`config.mk`:
```
export PLATFORM = sky130hd
export DESIGN_NAME = flash_erase_seq
export DESIGN_NICKNAME = d
export VERILOG_FILES = /design/src/rtl/flash_erase_pkg.sv /design/src/rtl/flash_erase_regs.sv /design/src/rtl/flash_erase_fsm.sv /design/src/rtl/flash_move_route.sv /design/src/rtl/flash_erase_seq.sv
export SDC_FILE = /design/constraint.sdc
export NUM_CORES = 1
export LEC_CHECK = 0
export ABC_AREA = 1
export BUFFER_PORTS_ARGS = -buffer_cell sky130_fd_sc_hd__buf_2
export CAP_MARGIN = 10
export CORE_MARGIN = 1.5
export CORE_UTILIZATION = 49
export DETAILED_ROUTE_END_ITERATION = 6
export PLACE_DENSITY = 0.79
export SYNTH_ARGS = -nofsm -noshare
export SYNTH_HDL_FRONTEND = slang
export SYNTH_SLANG_ARGS = --single-unit
```
`constraint.sdc`:
```
create_clock -name clk_i -period 1.7 [get_ports clk_i]
set_input_delay 0.085 -clock clk_i [delete_from_list [all_inputs] [get_ports clk_i]]
set_output_delay 0.085 -clock clk_i [all_outputs]
set_load 0.01 [all_outputs]
```
`src/rtl/flash_erase_pkg.sv`:
```
package flash_erase_pkg;
  localparam int ADDR_W = 2;
  localparam int DATA_W = 8;
  localparam logic [ADDR_W-1:0] REG_CMD  = 2'd0;
  localparam logic [ADDR_W-1:0] REG_CTRL = 2'd1;
  localparam logic [ADDR_W-1:0] REG_PAGE = 2'd2;
  localparam logic [ADDR_W-1:0] REG_STAT = 2'd3;
  localparam logic [DATA_W-1:0] KEY_PAGE = 8'h55;
  localparam logic [DATA_W-1:0] KEY_MASS = 8'hAA;

  typedef enum logic [1:0] {
    ST_IDLE = 2'd0,
    ST_REQ  = 2'd1,
    ST_HOLD = 2'd2
  } erase_state_e;
endpackage

```
`src/rtl/flash_erase_regs.sv`:
```
module flash_erase_regs #(
  parameter int PG_W = 6
) (
  input  logic            clk_i,
  input  logic            rst_ni,
  input  logic            ctrl_we_i,
  input  logic [1:0]      ctrl_wdata_i,
  input  logic            page_we_i,
  input  logic [PG_W-1:0] page_wdata_i,
  input  logic            gie_i,
  input  logic            consume_i,
  output logic            pwe_o,
  output logic            meen_o,
  output logic [PG_W-1:0] page_field_o,
  output logic            page_armed_o
);
  logic            pwe_q, meen_q, armed_q;
  logic [PG_W-1:0] page_q;

  always_ff @(posedge clk_i or negedge rst_ni) begin
    if (!rst_ni) begin
      pwe_q <= 1'b0;
    end else if (ctrl_we_i && !gie_i) begin
      pwe_q <= ctrl_wdata_i[0];
    end
  end

  // one-shot enables: a start consumes them, a fresh write re-arms
  always_ff @(posedge clk_i or negedge rst_ni) begin
    if (!rst_ni) begin
      meen_q  <= 1'b0;
      armed_q <= 1'b0;
      page_q  <= '0;
    end else begin
      if (consume_i)      meen_q <= 1'b0;
      else if (ctrl_we_i) meen_q <= ctrl_wdata_i[1];
      if (consume_i)      armed_q <= 1'b0;
      else if (page_we_i) armed_q <= 1'b1;
      if (page_we_i)      page_q <= page_wdata_i;
    end
  end

  assign pwe_o        = pwe_q;
  assign meen_o       = meen_q;
  assign page_field_o = page_q;
  assign page_armed_o = armed_q;

  AST_PWE_LOCKED: assert property (@(posedge clk_i) disable iff (!rst_ni)
    (ctrl_we_i && gie_i) |=> $stable(pwe_q)) else $error("pwe changed under gie");

  AST_ARM_CONSUMED: assert property (@(posedge clk_i) disable iff (!rst_ni)
    consume_i |=> (!armed_q && !meen_q)) else $error("enable survived start");
endmodule

```
`src/rtl/flash_erase_fsm.sv`:
```
module flash_erase_fsm
  import flash_erase_pkg::*;
#(
  parameter int PG_W   = 6,
  parameter int BANK_W = 1,
  localparam int PAGE_W = PG_W + BANK_W
) (
  input  logic              clk_i,
  input  logic              rst_ni,
  input  logic              cmd_we_i,
  input  logic [DATA_W-1:0] cmd_data_i,
  input  logic              page_armed_i,
  input  logic              meen_i,
  input  logic              dbg_en_i,
  input  logic [PG_W-1:0]   page_field_i,
  input  logic [BANK_W-1:0] bank_i,
  input  logic              ack_i,
  output logic              req_o,
  output logic              mass_o,
  output logic [PAGE_W-1:0] page_o,
  output logic              consume_o,
  output logic              busy_o,
  output logic              hold_o
);
  erase_state_e      state_q, state_d;
  logic              mass_q, close_q, close_d;
  logic [PAGE_W-1:0] page_q, page_idx;
  logic              start_page, start_mass, zero_wr;

  generate
    if (BANK_W > 0) begin : g_bank
      assign page_idx = {bank_i, page_field_i};
    end else begin : g_nobank
      assign page_idx = page_field_i;
    end
  endgenerate

  assign zero_wr    = cmd_we_i && (cmd_data_i == '0);
  assign start_page = (state_q == ST_IDLE) && cmd_we_i && (cmd_data_i == KEY_PAGE) && page_armed_i;
  assign start_mass = (state_q == ST_IDLE) && cmd_we_i && (cmd_data_i == KEY_MASS) && meen_i && dbg_en_i;
  assign consume_o  = start_page || start_mass;

  always_comb begin
    state_d = state_q;
    close_d = close_q;
    unique case (state_q)
      ST_IDLE: begin
        close_d = 1'b0;
        if (consume_o) state_d = ST_REQ;
      end
      ST_REQ: begin
        if (zero_wr) close_d = 1'b1;
        if (ack_i) state_d = (close_q || zero_wr) ? ST_IDLE : ST_HOLD;
      end
      ST_HOLD: if (zero_wr) state_d = ST_IDLE;
      default: state_d = ST_IDLE;
    endcase
  end

  always_ff @(posedge clk_i or negedge rst_ni) begin
    if (!rst_ni) begin
      state_q <= ST_IDLE;
      close_q <= 1'b0;
      mass_q  <= 1'b0;
      page_q  <= '0;
    end else begin
      state_q <= state_d;
      close_q <= close_d;
      if (consume_o) begin
        mass_q <= start_mass;
        page_q <= start_mass ? '0 : page_idx;
      end
    end
  end

  assign req_o  = (state_q == ST_REQ);
  assign mass_o = mass_q;
  assign page_o = page_q;
  assign busy_o = (state_q != ST_IDLE);
  assign hold_o = (state_q == ST_HOLD);

  AST_REQ_HELD: assert property (@(posedge clk_i) disable iff (!rst_ni)
    (req_o && !ack_i) |=> (req_o && $stable(page_o) && $stable(mass_o))) else $error("req unstable");

  AST_REQ_DROP: assert property (@(posedge clk_i) disable iff (!rst_ni)
    (req_o && ack_i) |=> !req_o) else $error("req held past ack");

  AST_HOLD_ENDS_ON_ZERO: assert property (@(posedge clk_i) disable iff (!rst_ni)
    (hold_o && !zero_wr) |=> hold_o) else $error("hold left without close");
endmodule

```
`src/rtl/flash_move_route.sv`:
```
module flash_move_route (
  input  logic mov_we_i,
  input  logic pwe_i,
  output logic prog_we_o,
  output logic xram_we_o
);
  assign prog_we_o = mov_we_i && pwe_i;
  assign xram_we_o = mov_we_i && !pwe_i;
endmodule

```
`src/rtl/flash_erase_seq.sv`:
```
module flash_erase_seq
  import flash_erase_pkg::*;
#(
  parameter int PG_W   = 6,
  parameter int BANK_W = 1,
  localparam int PAGE_W = PG_W + BANK_W
) (
  input  logic              clk_i,
  input  logic              rst_ni,
  input  logic              sfr_we_i,
  input  logic [ADDR_W-1:0] sfr_addr_i,
  input  logic [DATA_W-1:0] sfr_wdata_i,
  output logic [DATA_W-1:0] sfr_rdata_o,
  input  logic              gie_i,
  input  logic              dbg_en_i,
  input  logic [BANK_W-1:0] bank_i,
  input  logic              mov_we_i,
  output logic              prog_we_o,
  output logic              xram_we_o,
  output logic              erase_req_o,
  output logic              erase_mass_o,
  output logic [PAGE_W-1:0] erase_page_o,
  input  logic              erase_ack_i
);
  logic            pwe, meen, armed, consume, busy, hold;
  logic [PG_W-1:0] page_field;

  flash_erase_regs #(.PG_W(PG_W)) u_regs (
    .clk_i        (clk_i),
    .rst_ni       (rst_ni),
    .ctrl_we_i    (sfr_we_i && (sfr_addr_i == REG_CTRL)),
    .ctrl_wdata_i (sfr_wdata_i[1:0]),
    .page_we_i    (sfr_we_i && (sfr_addr_i == REG_PAGE)),
    .page_wdata_i (sfr_wdata_i[PG_W-1:0]),
    .gie_i        (gie_i),
    .consume_i    (consume),
    .pwe_o        (pwe),
    .meen_o       (meen),
    .page_field_o (page_field),
    .page_armed_o (armed)
  );

  flash_erase_fsm #(.PG_W(PG_W), .BANK_W(BANK_W)) u_fsm (
    .clk_i        (clk_i),
    .rst_ni       (rst_ni),
    .cmd_we_i     (sfr_we_i && (sfr_addr_i == REG_CMD)),
    .cmd_data_i   (sfr_wdata_i),
    .page_armed_i (armed),
    .meen_i       (meen),
    .dbg_en_i     (dbg_en_i),
    .page_field_i (page_field),
    .bank_i       (bank_i),
    .ack_i        (erase_ack_i),
    .req_o        (erase_req_o),
    .mass_o       (erase_mass_o),
    .page_o       (erase_page_o),
    .consume_o    (consume),
    .busy_o       (busy),
    .hold_o       (hold)
  );

  flash_move_route u_route (
    .mov_we_i  (mov_we_i),
    .pwe_i     (pwe),
    .prog_we_o (prog_we_o),
    .xram_we_o (xram_we_o)
  );

  always_comb begin
    sfr_rdata_o = '0;
    unique case (sfr_addr_i)
      REG_CTRL: sfr_rdata_o[1:0]      = {meen, pwe};
      REG_PAGE: sfr_rdata_o[PG_W-1:0] = page_field;
      REG_STAT: sfr_rdata_o[1:0]      = {hold, busy};
      default:  sfr_rdata_o           = '0;
    endcase
  end

  AST_START_BY_WRITE: assert property (@(posedge clk_i) disable iff (!rst_ni)
    $rose(erase_req_o) |-> $past(sfr_we_i && (sfr_addr_i == REG_CMD))) else $error("spurious start");

  AST_MASS_NEEDS_DBG: assert property (@(posedge clk_i) disable iff (!rst_ni)
    ($rose(erase_req_o) && erase_mass_o) |-> $past(dbg_en_i)) else $error("mass without debug");

  AST_ROUTE_ONE: assert property (@(posedge clk_i) disable iff (!rst_ni)
    mov_we_i |-> $onehot({prog_we_o, xram_we_o})) else $error("route not exclusive");
endmodule

```
Word level (Yosys, flattened, before mapping). Index checks and enable logic that the tools add are counted. Widths: inputs -> output; s select.

Latch bits: 0. Bits in read-only memories: 0. Register bits after elaboration: 20. Memories: 0. Input port bits: 18. Output and inout bits: 19. Memory bits (writable): 0.

Add/sub/neg operators: 0. Bitwise logic cells: 0. Equal/unequal tests: 11. Shift operators: 0. $mul: 0. Reduce and logical (&&, ||, !) cells: 26. Divide/modulo/power cells: 0. Mux-type cells: 14. Magnitude comparators: 0.

Operator list (count): $logic_and 1x1->1 (13); $pmux 2 s3 (2); $eq 8x7->1 const B (1); $eq 8x8->1 const B (1); $logic_not 8->1 (1); $mux 2 (4); $reduce_bool 2->1 (4); $mux 7 (1); $eq 2x2->1 const B (3); $ne 2x1->1 const B (3); $mux 1 (5); $eq 2x1->1 const B (2); $logic_not 2->1 (2); $mux 4 (1); $reduce_and 3->1 (1); $logic_not 1->1 (2); $logic_or 1x1->1 (2); $ne 2x2->1 const B (1); $pmux 1 s2 (1); $reduce_and 2->1 (1).

Longest topological paths before layout. Gate-level depths: netlist (run 1).

Depth after elaboration: 9. Depth in mapped cells: 9. Mapped depth without buffers: 9.

Cells and area by module. A second synthesis (run 1) with hierarchy kept.

Cell total of the unflattened synthesis: 157. Area total of the unflattened synthesis: 1166.1 sq um.

Modules (own cells, without submodules): flash_erase_fsm (area an instance 643.1 sq um, cells an instance 86, times used 1, sequential area each 275.3 sq um); flash_erase_regs (area an instance 375.4 sq um, cells an instance 40, times used 1, sequential area each 225.2 sq um); flash_erase_seq (area an instance 130.1 sq um, cells an instance 27, times used 1, sequential area each 0.0 sq um); flash_move_route (area an instance 17.5 sq um, cells an instance 4, times used 1, sequential area each 0.0 sq um).

Worst setup path before layout (run 1). Ideal clock, no wire load.

Kind: flip-flop to flip-flop. Start point: reg u_fsm.state_q[0]. End point: reg u_fsm.page_q[1] (netlist: u_fsm.page_o[1]). Buffers on the path: 0. Setup time: 117 ps. Slack: 434 ps. Required time: 1583 ps. Cell stages (with the launch flop): 7. Arrival: 1150 ps. Path through: dfrtp_1 -> or2_4 -> nor2_4 -> nand3_2 -> and2_4 -> nand2_1 -> nand2_1.

Longest elaborated chain between the ends: 6. Elaborated cells between the ends (all ways): 9.

RTL lines: from (decl) (RTL line flash_erase_fsm.sv:25) `erase_state_e state_q, state_d;`; from (signal assigned) (RTL line flash_erase_fsm.sv:67) `state_q <= state_d;`; $logic_not 2->1 (*) (RTL line flash_erase_fsm.sv:39, flash_erase_fsm.sv:40); $logic_and 1x1->1 (*) (RTL line flash_erase_fsm.sv:39, flash_erase_fsm.sv:40); $logic_and 1x1->1 (3 in a row) (RTL line flash_erase_fsm.sv:40) `assign start_mass = (state_q == ST_IDLE) && cmd_we_i && (cmd_data_i == KEY_MASS) && meen_i && dbg_en_i;`; $mux 7 or $logic_or 1x1->1 (tied branches) (RTL line flash_erase_fsm.sv:71, flash_erase_fsm.sv:41); to (signal assigned) (RTL line flash_erase_fsm.sv:71) `page_q <= start_mass ? '0 : page_idx;`; to (decl) (RTL line flash_erase_fsm.sv:27) `logic [PAGE_W-1:0] page_q, page_idx;`.

Mark *: on every way between the ends. The rest lies on a longest branch, timed or not. A chain may end at the register's enable or synchronous reset.

Worst setup path in the final report (run 1).
Start point: reg u_fsm.state_q[0]. End point: reg u_fsm.page_q[4] (netlist: u_fsm.page_o[4]).

The elaborated chain is that of the path after synthesis.

==> metrics, run 1 <==
Req. time, crit path=1.90 ns; fillcell total=211; area occupied by multi-input gates=467 µm²; H-tree depth=1; synth warn=0; Peak Freq=683 MHz; final std cells w/o fill=220; # diodes=0; Reg-to-Reg Start=u_fsm.state_q[0]; worst hold path class=input pin to flip-flop; vias in the first global route=1054; largest net degree at the start of global routing=21; mean area per synthesized cell=7.03 µm²; total routed wirelength=2480 µm; Synth top area share=0.457; share of cells above drive strength 1=0.218; register bit total from synthesis=20; Row Count=16; hold_ws=0.0302 ns; RR Endpoint=u_fsm.page_o[4]; RSZ-0062 raised after global routing=no; total grt overflow=0; peak supply drop=0.000460 V; Startpoint Class=flip-flop; data arrival time of the critical path=1.66 ns; post-synthesis cell type count=20; Final Hold Viols=0; Power Density=703 nW/µm²; status=completed; Sink Count=20; fin crit share=0.862; Via Count=1094; Worst Setup SP=u_fsm.state_q[0]; Placed Instances=215; gpl congestion=0.879; starting density of the core=0.537; Area Overhead vs Synth=21.0%; Reg2Reg Depth=7; utilization after layout=0.650; routed len/inst=11.3 µm; clock root cell=clkbuf_4; sequential share of the synthesized area=0.457; Worst-path clk slew=0.11 ns; GR Util All Layers=0.218; Static Leak=0.795 nW; reg2reg setup slack=0.24 ns; initial DRC count=21; min Tclk post-route=1.46 ns; final number of setup-violating endpoints=0; CTS tree=done; most common cell after layout, fill and taps aside=nand2_1; die area=2530 µm²; largest cells by area after synthesis=dfrtp_1 (46%), nand2_1 (14%), inv_1 (9.9%); clk_skew=0.00212 ns; Max FO, Critical Path=4; Crit Path Class=flip-flop to flip-flop; IO Count=37; max-cap viol count=0; biggest area consumer among synthesized cells=dfrtp_1; insertion delay to the later sink of the worst-skew pair=0.30 ns; number of standard cells after synthesis=156; most frequent cells in the layout=nand2_1 (42), buf_2 (34), inv_1 (29), nor2_1 (23), dfrtp_1 (20); IO buf count=34; setup TNS=0 ns; total CTS buffers=3; vias per std cell=4.97; first-pass GRT wire length=4230 µm; DRC Markers=0; Post-DRT Antenna Nets=0; Layout Nets=213; crit path to=u_fsm.page_o[4]; Final Max Slew Viols=0; hpwl dp=2050 µm; Post-Syn Area=1100 µm²; drt pass-1 iters=4; Reg area=500 µm²; initial antenna violation count=0; CP endpoint kind=flip-flop; CTS Buffer Depth=2; die width=50.3 µm; Core ar.=2040 µm²; Die H=50.3 µm
[synthesized netlist by cell type]
library cell	count
nor2_4	1
o221ai_1	1
buf_2	1
inv_2	1
dfrtp_1	20
nand3_2	1
conb_1	1
o21ai_0	9
or2_4	1
inv_1	29
o21ai_1	3
nand2_1	42
o211ai_1	1
nand3_1	10
a21oi_1	4
buf_4	2
and2_4	1
nand4_1	4
nor2_1	23
nor3_1	1
[cells by family after synthesis]
logic type / Yosys count / share of synthesized area
buf+inv: 33 / 0.121
simple gates: 84 / 0.331
other cells: 1 / 0.00342
compound gates: 18 / 0.0879
flops: 20 / 0.457
[worst min-delay path by stage]
stage | to | cells after the start | start
2_1_floorplan | u_fsm.close_q | 0 | rst_ni
6_report | u_fsm.state_q[0] | 2 | erase_ack_i
4_1_cts | u_fsm.state_q[0] | 2 | erase_ack_i
5_1_grt | u_fsm.state_q[0] | 2 | erase_ack_i
3_3_place_gp | u_regs.page_field_o[2] | 1 | rst_ni
3_5_place_dp | u_fsm.page_o[2] | 1 | rst_ni
[layout make-up]
class / count / share of cell area
Multi-Input combinational cell: 104 / 0.352
Clock buffer: 3 / 0.0170
Sequential cell: 20 / 0.377
Timing Repair Buffer: 36 / 0.143
Inverter: 30 / 0.0849
Tap cell: 27 / 0.0255
[through the flow]
step                area, µm²  setup WS, ns  total power [W]
floorplan                1100         0.434         0.000634
global route             1330         0.151         0.000982
finish                   1330         0.235         0.000932
detailed placement       1280         0.249         0.000712
CTS                      1330         0.241         0.000935
global placement         1280         0.328         0.000706
[report_power, final]
part / leakage (nW) / internal [W] / switching, W
combinational: 0.520 / 0.0000653 / 0.000107
sequential: 0.262 / 0.000510 / 0.0000224
clock: 0.0138 / 0.0000826 / 0.000144
total: 0.795 / 0.000658 / 0.000274
[state kept, by name (all words and copies together) (netlist names)]
name / count
u_regs.page_armed_o: 1
u_regs.page_field_o: 6
u_fsm.mass_o: 1
u_regs.meen_o: 1
u_regs.pwe_o: 1
u_fsm.page_o: 7
u_fsm.close_q: 1
u_fsm.state_q: 2
[layer usage]
| layer | track usage | wire length [µm] | up-vias |
|---|---|---|---|
| met5 | 0 | 0 | - |
| met3 | 0.0208 | 114 | 2 |
| li1 | - | - | 552 |
| met2 | 0.371 | 1230 | 35 |
| met4 | 0.108 | 22 | 0 |
| met1 | 0.275 | 1110 | 505 |
[critical path, cell delays in order, from the launching register on]
cell and delay [ns]:
dfrtp_1 0.42, or2_4 0.28, nor2_4 0.15, nand3_1 0.15, nand2_1 0.19, inv_2 0.06, nand2_1 0.05, o21ai_1 0.06
[repair_timing]
action	4_1_cts	5_1_grt
hold buffers	2	0
hold endpoints to repair	21	0
resized for setup	0	0
buffers inserted	0	0
Power figures use the tool's default switching activity.
==> inputs of run 2 (changes only) <==
Settings changed: REMOVE_ABC_BUFFERS set to 1.
==> run 2 against run 1 <==
  * Total power is 1.6% lower
  * Clock-buffer cell count stayed put
  * Hold slack worse by 0.027 ns
  * Cell count is 0.45% lower
  * Clock power is 7% lower
  * Worst setup slack better by 0.071 ns
  * Largest cell class unchanged
  * Critical path depth is 3 lower
  * Clock skew is 0.0023 ns higher
  * Register-to-register slack better by 0.08 ns
==> metrics, run 2 (synthesized netlist as in run 1, its figures left out) <==
Switching Share=0.285 (was 0.294); CTS Buffer Depth=2 (unchanged); cell internal pwr=0.000656 W (was 0.000658 W); Worst-path clk slew=0.11 ns (about the same); hpwl dp=2000 µm (was 2050 µm); Layout Nets=212 (was 213); clk_skew=0.00444 ns (was 0.00212 ns); most common cell after layout, fill and taps aside=nand2_1 (unchanged); CP endpoint kind=output port (was flip-flop); die area=2530 µm² (unchanged); vias per std cell=4.91 (was 4.97); Static Leak=0.791 nW (was 0.795 nW); total routed wirelength=2440 µm (was 2480 µm); # diodes=0 (unchanged); die width=50.3 µm (unchanged); Post-DRT Antenna Nets=0 (unchanged); Final Hold Viols=0 (unchanged); CTS resizes=0 (unchanged); most frequent cells in the layout=nand2_1 (42), buf_2 (34), inv_1 (29), nor2_1 (23), dfrtp_1 (20) (unchanged); IO Count=37 (unchanged); Sink Count=20 (unchanged); utilization after layout=0.645 (was 0.650); vias in the first global route=1005 (was 1054); Critical path buffers and inverters=1 (unchanged); Area after DPL=1280 µm² (unchanged); Psw=0.000261 W (was 0.000274 W); initial DRC count=22 (was 21); reg2reg setup slack=0.32 ns (was 0.24 ns); H-tree depth=1 (unchanged); Final Max Slew Viols=0 (unchanged); hold_ws=0.00334 ns (was 0.0302 ns); hold buffer count at CTS=1 (was 2); Req. time, crit path=1.62 ns (was 1.90 ns); Row Count=16 (unchanged); initial antenna violation count=0 (unchanged); first-pass GRT wire length=4170 µm (was 4230 µm); Power Density=697 nW/µm² (was 703 nW/µm²); Crit Path Class=flip-flop to output port (was flip-flop to flip-flop); number of flip-flops in the largest register=7 (unchanged); crit-path cells=or2_4 -> nand3_1 -> o221ai_1 -> buf_2 (was or2_4 -> nor2_4 -> nand3_1 -> nand2_1 -> inv_2 -> nand2_1 -> o21ai_1); Post-CTS Setup Repair Bufs=0 (unchanged); starting density of the core=0.537 (unchanged); final number of setup-violating endpoints=0 (unchanged); largest net degree at the start of global routing=21 (unchanged); min Tclk post-route=1.39 ns (was 1.46 ns); CTS tree=done (unchanged); Peak Freq=717 MHz (was 683 MHz); IO buf count=34 (unchanged); DRC Markers=0 (unchanged); total CTS buffers=3 (unchanged); crit path max-delay cell type=dfrtp_1 (unchanged); Core ar.=2040 µm² (unchanged); peak supply drop=0.000349 V (was 0.000460 V); Via Count=1075 (was 1094); clock share of power=0.232 (was 0.244); drt pass-1 iters=4 (unchanged); Startpoint Class=flip-flop (unchanged); fin area=1320 µm² (was 1330 µm²); share of cells above drive strength 1=0.219 (was 0.218); Max FO, Critical Path=4 (unchanged); total grt overflow=0 (unchanged); combinational power share=0.186 (was 0.185); clock root cell=clkbuf_4 (unchanged); sequential group share of total power=0.582 (was 0.571); status=completed (unchanged); insertion delay to the later sink of the worst-skew pair=0.28 ns (was 0.30 ns); max-cap viol count=0 (unchanged); Area Overhead vs Synth=20.1% (was 21.0%); gpl congestion=0.872 (was 0.879); setup TNS=0 ns (unchanged); Max stage delay on crit path=0.41 ns (was 0.42 ns); Die H=50.3 µm (unchanged); RSZ-0062 raised after global routing=no (unchanged); fin crit share=0.820 (was 0.862); data arrival time of the critical path=1.31 ns (was 1.66 ns); CP delay by family, top=flip-flops (was simple AND/OR/NAND/NOR gates); worst hold path class=input pin to flip-flop (unchanged); routed len/inst=11.1 µm (was 11.3 µm); GR Util All Layers=0.215 (was 0.218)
-- run 2: path summary, 6_finish.rpt --
kind,cells after the start,startpoint,end
worst max-delay path,4,u_fsm.state_q[0],sfr_rdata_o[0]
worst min-delay path,3,bank_i,u_fsm.page_o[6]
worst max register to register,6,u_fsm.state_q[0],u_fsm.page_o[2]
worst min register to register,2,u_fsm.page_o[1],u_fsm.page_o[1]
max in group asynchronous,2,rst_ni,u_fsm.page_o[3]
min in group asynchronous,2,rst_ni,u_fsm.page_o[1]
-- run 2: worst min-delay path, delay by kind of cell --
kind                   cells  cell delay (ns)
buffers and inverters      1             0.07
AND/OR/NAND/NOR            2             0.11
-- run 2: routing by layer --
| metal | wire [µm] | global-route usage | part of all wire |
|---|---|---|---|
| met4 | 12 | 0.0676 | 0.0049 |
| met3 | 155 | 0.0327 | 0.064 |
| met1 | 1080 | 0.278 | 0.44 |
| met5 | 0 | 0 | 0 |
| met2 | 1190 | 0.368 | 0.49 |
-- run 2: power groups by stage --
stage / Clock (W) / Sequential, W / Combinational (W)
2_1_floorplan: 0 / 0.000537 / 0.0000927
3_3_place_gp: 0 / 0.000541 / 0.000165
3_5_place_dp: 0 / 0.000542 / 0.000171
4_1_cts: 0.000216 / 0.000534 / 0.000172
5_1_grt: 0.000237 / 0.000539 / 0.000196
6_report: 0.000212 / 0.000534 / 0.000170
-- run 2: area by class of cell --
class	count	area, µm²
sequential	20	500
tap	27	33.8
inverter	30	113
clock buffer	3	22.5
multi-input combinational	104	467
timing repair buffer	35	180
fill	210	726
-- run 2: metrics by stage --
stage | instances | total power (W) | setup slack [ns]
after floorplan | 154 | 0.000630 | 0.434
after global placement | 215 | 0.000705 | 0.376
after detailed placement | 215 | 0.000713 | 0.330
after CTS | 219 | 0.000922 | 0.314
after global routing | 219 | 0.000973 | 0.224
final | 219 | 0.000917 | 0.306
